--- config.mk ---
export PLATFORM = sky130hd
export DESIGN_NAME = pipe_hazard_ctrl
export DESIGN_NICKNAME = d
export VERILOG_FILES = /design/src/rtl/phc_pkg.sv /design/src/rtl/phc_stage_regs.sv /design/src/rtl/phc_stall_unit.sv /design/src/rtl/phc_fwd_unit.sv /design/src/rtl/phc_flow_ctrl.sv /design/src/rtl/pipe_hazard_ctrl.sv
export SDC_FILE = /design/constraint.sdc
export NUM_CORES = 1
export LEC_CHECK = 0
export ABC_AREA = 1
export BUFFER_PORTS_ARGS = -buffer_cell sky130_fd_sc_hd__clkbuf_2
export CORE_UTILIZATION = 55
export CTS_BUF_LIST = sky130_fd_sc_hd__clkbuf_16
export CTS_CLUSTER_DIAMETER = 50
export CTS_CLUSTER_SIZE = 25
export DETAILED_ROUTE_END_ITERATION = 7
export GPL_TIMING_DRIVEN = 0
export PLACE_DENSITY = 0.74
export SYNTH_ARGS = -nofsm -noshare
export SYNTH_HDL_FRONTEND = slang
export SYNTH_SLANG_ARGS = --single-unit
--- constraint.sdc ---
create_clock -name clk -period 2 [get_ports clk]
set_input_delay 0.2 -clock clk [delete_from_list [all_inputs] [get_ports clk]]
set_output_delay 0.2 -clock clk [all_outputs]
set_load 0.05 [all_outputs]
--- src/rtl/phc_pkg.sv ---
package phc_pkg;

    localparam int RA_W  = 5;
    localparam int TAG_W = 8;
    localparam int N_SRC = 2;
    localparam int SEL_W = 2;

    typedef logic [RA_W-1:0] reg_addr_t;

    typedef enum logic [SEL_W-1:0] {
        SRC_RF = 2'd0,
        SRC_EX = 2'd1,
        SRC_WB = 2'd2
    } fwd_src_e;

    typedef struct packed {
        logic                        vld;
        logic [TAG_W-1:0]            tag;
        reg_addr_t [N_SRC-1:0]       rs;
        logic [N_SRC-1:0]            use_rs;
        reg_addr_t                   rd;
        logic                        we;
        logic                        late;
        logic                        mem;
        logic                        br;
    } slot_t;

    typedef struct packed {
        logic             vld;
        logic [TAG_W-1:0] tag;
        reg_addr_t        rd;
        logic             we;
    } wb_t;

    // true when a stage holding (vld, we, rd) produces register r
    function automatic logic writes_reg(input logic vld, input logic we,
                                        input reg_addr_t rd, input reg_addr_t r);
        return vld && we && (rd != '0) && (rd == r);
    endfunction

    // consumer c reads some register that producer p writes
    function automatic logic depends_on(input slot_t c, input slot_t p);
        logic hit;
        hit = 1'b0;
        for (int k = 0; k < N_SRC; k++) begin
            hit = hit | (c.use_rs[k] & writes_reg(p.vld, p.we, p.rd, c.rs[k]));
        end
        return hit;
    endfunction

    // operand source for one read port, youngest producer first
    function automatic fwd_src_e pick_src(input logic en, input logic used,
                                          input reg_addr_t r,
                                          input slot_t ex, input wb_t wb);
        fwd_src_e s;
        s = SRC_RF;
        if (en && used) begin
            if (writes_reg(ex.vld, ex.we, ex.rd, r)) begin
                s = SRC_EX;
            end else if (writes_reg(wb.vld, wb.we, wb.rd, r)) begin
                s = SRC_WB;
            end
        end
        return s;
    endfunction

endpackage

--- src/rtl/phc_stage_regs.sv ---
module phc_stage_regs
    import phc_pkg::*;
(
    input  logic  clk,
    input  logic  rst,
    input  slot_t if_slot,
    input  logic  hold_dec,
    input  logic  kill_if,
    input  logic  kill_dec,
    input  logic  kill_rr,
    output slot_t id_q,
    output slot_t rr_q,
    output slot_t ex_q,
    output wb_t   wb_q
);

    always_ff @(posedge clk) begin
        if (rst) begin
            id_q <= '0;
            rr_q <= '0;
            ex_q <= '0;
            wb_q <= '0;
        end else begin
            if (!hold_dec) begin
                id_q <= kill_if ? '0 : if_slot;
            end
            rr_q <= kill_dec ? '0 : id_q;
            ex_q <= kill_rr ? '0 : rr_q;
            wb_q.vld <= ex_q.vld;
            wb_q.tag <= ex_q.tag;
            wb_q.rd  <= ex_q.rd;
            wb_q.we  <= ex_q.we;
        end
    end

endmodule

--- src/rtl/phc_stall_unit.sv ---
module phc_stall_unit
    import phc_pkg::*;
(
    input  logic  fwd_en,
    input  slot_t id_q,
    input  slot_t rr_q,
    input  slot_t ex_q,
    output logic  data_stall,
    output logic  port_busy
);

    logic raw_rr;
    logic raw_ex;

    always_comb begin
        raw_rr = depends_on(id_q, rr_q);
        raw_ex = depends_on(id_q, ex_q);
        if (fwd_en) begin
            // only a result that is not ready after the ALU stage must wait
            data_stall = raw_rr & rr_q.late;
        end else begin
            // wait until the producer has reached writeback
            data_stall = raw_rr | raw_ex;
        end
        port_busy = ex_q.vld & ex_q.mem;
    end

endmodule

--- src/rtl/phc_fwd_unit.sv ---
module phc_fwd_unit
    import phc_pkg::*;
(
    input  logic                        fwd_en,
    input  slot_t                       rr_q,
    input  slot_t                       ex_q,
    input  wb_t                         wb_q,
    output logic [N_SRC-1:0][SEL_W-1:0] sel
);

    for (genvar k = 0; k < N_SRC; k++) begin : g_port
        assign sel[k] = pick_src(fwd_en, rr_q.use_rs[k], rr_q.rs[k], ex_q, wb_q);
    end

endmodule

--- src/rtl/phc_flow_ctrl.sv ---
module phc_flow_ctrl
    import phc_pkg::*;
(
    input  logic  delay_mode,
    input  slot_t ex_q,
    input  logic  ex_cond,
    input  logic  data_stall,
    input  logic  port_busy,
    output logic  redirect,
    output logic  hold_fetch,
    output logic  hold_dec,
    output logic  kill_if,
    output logic  kill_dec,
    output logic  kill_rr
);

    logic taken;

    always_comb begin
        taken      = ex_q.vld & ex_q.br & ex_cond;
        redirect   = taken;
        // a redirect overrides every hold: younger work is dropped anyway
        hold_fetch = (data_stall | port_busy) & ~taken;
        hold_dec   = data_stall & ~taken;
        kill_if    = taken | port_busy;
        kill_dec   = taken | data_stall;
        kill_rr    = taken & ~delay_mode;
    end

endmodule

--- src/rtl/pipe_hazard_ctrl.sv ---
module pipe_hazard_ctrl
    import phc_pkg::*;
(
    input  logic             clk,
    input  logic             rst,
    input  logic             fwd_en,
    input  logic             delay_mode,
    input  logic             if_valid,
    input  logic [TAG_W-1:0] if_tag,
    input  logic [RA_W-1:0]  if_rs1,
    input  logic             if_use1,
    input  logic [RA_W-1:0]  if_rs2,
    input  logic             if_use2,
    input  logic [RA_W-1:0]  if_rd,
    input  logic             if_we,
    input  logic             if_late,
    input  logic             if_mem,
    input  logic             if_br,
    input  logic             ex_cond,
    output logic             hold_fetch,
    output logic             redirect,
    output logic [SEL_W-1:0] fwd_a,
    output logic [SEL_W-1:0] fwd_b,
    output logic             wb_valid,
    output logic [TAG_W-1:0] wb_tag,
    output logic [RA_W-1:0]  wb_rd,
    output logic             wb_we
);

    slot_t if_slot;
    slot_t id_q;
    slot_t rr_q;
    slot_t ex_q;
    wb_t   wb_q;

    logic data_stall;
    logic port_busy;
    logic hold_dec;
    logic kill_if;
    logic kill_dec;
    logic kill_rr;
    logic [N_SRC-1:0][SEL_W-1:0] sel;

    always_comb begin
        if_slot           = '0;
        if_slot.vld       = if_valid;
        if_slot.tag       = if_tag;
        if_slot.rs[0]     = if_rs1;
        if_slot.rs[1]     = if_rs2;
        if_slot.use_rs[0] = if_use1 & if_valid;
        if_slot.use_rs[1] = if_use2 & if_valid;
        if_slot.rd        = if_rd;
        if_slot.we        = if_we & if_valid;
        if_slot.late      = if_late & if_valid;
        if_slot.mem       = if_mem & if_valid;
        if_slot.br        = if_br & if_valid;
    end

    phc_stage_regs u_regs (
        .clk      (clk),
        .rst      (rst),
        .if_slot  (if_slot),
        .hold_dec (hold_dec),
        .kill_if  (kill_if),
        .kill_dec (kill_dec),
        .kill_rr  (kill_rr),
        .id_q     (id_q),
        .rr_q     (rr_q),
        .ex_q     (ex_q),
        .wb_q     (wb_q)
    );

    phc_stall_unit u_stall (
        .fwd_en     (fwd_en),
        .id_q       (id_q),
        .rr_q       (rr_q),
        .ex_q       (ex_q),
        .data_stall (data_stall),
        .port_busy  (port_busy)
    );

    phc_fwd_unit u_fwd (
        .fwd_en (fwd_en),
        .rr_q   (rr_q),
        .ex_q   (ex_q),
        .wb_q   (wb_q),
        .sel    (sel)
    );

    phc_flow_ctrl u_flow (
        .delay_mode (delay_mode),
        .ex_q       (ex_q),
        .ex_cond    (ex_cond),
        .data_stall (data_stall),
        .port_busy  (port_busy),
        .redirect   (redirect),
        .hold_fetch (hold_fetch),
        .hold_dec   (hold_dec),
        .kill_if    (kill_if),
        .kill_dec   (kill_dec),
        .kill_rr    (kill_rr)
    );

    assign fwd_a    = sel[0];
    assign fwd_b    = sel[1];
    assign wb_valid = wb_q.vld;
    assign wb_tag   = wb_q.tag;
    assign wb_rd    = wb_q.rd;
    assign wb_we    = wb_q.we;

endmodule

==> summary.txt <==
Inserted Clock Buffers - 9
Die height - 83.5 µm
Fin. max-slew vios - 0
Vias - 3236
FF+latch count, synth - 92
Post-synthesis net count - 529
Leak - 2.00 nW
Yosys warns - 0
CTS root buffer - clkbuf_16
Cell variety after synth - 27
Startpoint class of the critical path - flip-flop
Setup CP Type - flip-flop to output port
Measured slew at the worst slew-check pin - 0.559 ns
H-tree levels - 3
Core box area - 6390 µm²
Clk sinks - 92
Peak supply drop - 659 µV
Total power - 0.00388 W
Layout area overhead - 21.0%
Most frequent cells in the layout - nor2_1, nand2_1, dfxtp_1
Initial Util - 57.2%
PnR worst setup slack - 0.0287 ns
Slew HR - 62.5%
Max Freq - 0.507 GHz
Die area - 6970 µm²
Pwr dens - 878 nW/µm²
Outcome - completed
Critical Path AT - 1.77 ns
Gr usage total - 24.8%
I/O Buffers - 54
Clock Latency Late Sink - 0.34 ns
Largest net degree at the start of global routing - 20
Vias per inst - 5.03
Tcrit/Tclk final - 98.6%
First-pass GRT wire length - 13700 µm
Register area share after synthesis - 50.4%
1st-pass router iterations - 4
I/O Pins - 56
Hpwl dp - 6110 µm
Mapped Cells - 494
Final min period - 1.97 ns
Final WL - 8290 µm
Non-Filler Instances - 643
CP Capture Type - output port
Fill count - 578
GRT overflow - 0
Hold WC Path Type - input port to flip-flop
Skew final - 0.00810 ns
Routed WL per cell - 12.9 µm
Die W - 83.5 µm
Fin nets - 596
Crit Path Max Fanout - 7
# diodes - 0
Sum Neg Setup Slack - 0 ns
Antenna viol nets, final - 0
Final GP Congestion - 0.845
Most common cell after layout, fill and taps aside - nor2_1
Max_cap viols - 0
CTS tree - built
Initial antenna violation count - 0
Clk slew on worst S/H paths - 0.07 ns
Mapped Area - 3650 µm²
DRC - 0
CP required - 1.80 ns
Dpl cells - 625
RSZ-0062 raised after global routing - yes
Share of layout cells above drive strength 1 - 20.1%
Worst slack, placed - 0.0272 ns
Vias in the first global route - 2966
# hold bufs at CTS - 0
Final setup vio count - 0
Site Rows - 29
Iteration-0 DRC count of the detailed router - 132
Clock buffer depth - 2
Syn avg cell area - 7.39 µm²
Final hold viol count - 0
## cell type report
| cell class | instances | area (µm²) | share of cell area (%) |
|---|---|---|---|
| repair buffers | 56 | 302 | 6.83 |
| flip-flops and latches | 92 | 1860 | 42.2 |
| well taps | 77 | 96.3 | 2.18 |
| multi-input cells | 306 | 1460 | 33.1 |
| inverters | 74 | 278 | 6.29 |
| plain buffers | 22 | 115 | 2.61 |
| clock inverters | 7 | 77.6 | 1.76 |
| clock buffers | 9 | 225 | 5.10 |
## synth_stat cells (all sizes together)
cell type  number  area share [%]
o21ai           4            0.55
o221ai          1            0.24
nand4          28             4.8
xnor2           7             1.7
or2             1            0.17
nor2           92             9.5
buf            13             2.2
nor3            3            0.41
nand3          42             5.9
dfxtp          92              50
nor4            2            0.34
nand3b          1            0.21
a21oi          33             4.5
nand2          85             9.1
inv            74             7.6
o22ai           1            0.17
o31ai           1            0.21
xor2            4            0.96
and3            1            0.17
clkbuf          9            0.93
## final timing paths
path,slack [ns],endpoint,cells after the start,start
worst max-delay path,0.03,hold_fetch,11,u_regs.id_q[16]$_SDFFE_PP0N_
worst min-delay path,0.11,u_regs.id_q[13]$_SDFFE_PP0N_,3,if_rs1[2]
worst max register to register,0.14,u_regs.ex_q[28]$_SDFF_PP0_,4,u_regs.ex_q[29]$_SDFF_PP0_
worst min register to register,0.40,u_regs.wb_q[11]$_SDFF_PP0_,2,u_regs.ex_q[26]$_SDFF_PP0_
## critical path: stages (launching register included)
cell and delay, ns:
dfxtp_1 0.38, inv_1 0.10, nand2_1 0.08, nand2_1 0.05, nor2_1 0.09, nand3_1 0.09, nand2_1 0.09, nand2_2 0.09
nand2_4 0.09, nand2_4 0.07, o31ai_2 0.08, clkbuf_8 0.22
## logic make-up (layout without fill, tap and decap cells)
family / count (synthesis) / in the layout / share of synthesized area, %
AOI/OAI and AO/OA: 40 / 40 / 5.69
DFF: 92 / 92 / 50.4
buffers and inverters: 96 / 168 / 10.7
xor gates and xnor gates: 11 / 11 / 2.64
and+or+nand+nor: 255 / 255 / 30.5
## timing repair
item                                    CTS  global route
resized for setup                        23            14
hold endpoints to repair                  0             0
endpoints found under the setup margin    3            21
setup buffers                             2             0
pin swaps                                 3             1
gates cloned                              0             0
## per-layer routing
layer  part of all wire [%]  global-route usage [%]  vias up
met5                      0                       0        -
met4                   0.89                    10.3        0
met3                    4.0                    3.26        5
met2                     48                    40.8       77
met1                     47                    32.9     1465
li1                       -                       -     1689
## power breakdown
group          switching [W]  total (W)  leakage, nW  internal [W]
logic               0.000159   0.000264         1.10      0.000105
clock network       0.000785    0.00167        0.144      0.000884
registers          0.0000463    0.00194        0.760       0.00190
total               0.000990    0.00388         2.00       0.00289
## state kept, by name, indices dropped and copies added (netlist names)
register	flops
u_regs.rr_q	30
u_regs.wb_q	15
u_regs.ex_q	17
u_regs.id_q	30
## through the flow
step	instance area, µm²	utilization, %	hold WS, ns
final	4420	69.2	0.110
after detailed placement	4030	63.0	0.394
after CTS	4400	68.9	0.106
after global routing	4420	69.2	0.121
after global placement	4030	63.0	0.389
after floorplan	3660	-	0.371
Power figures use the tool's default switching activity.
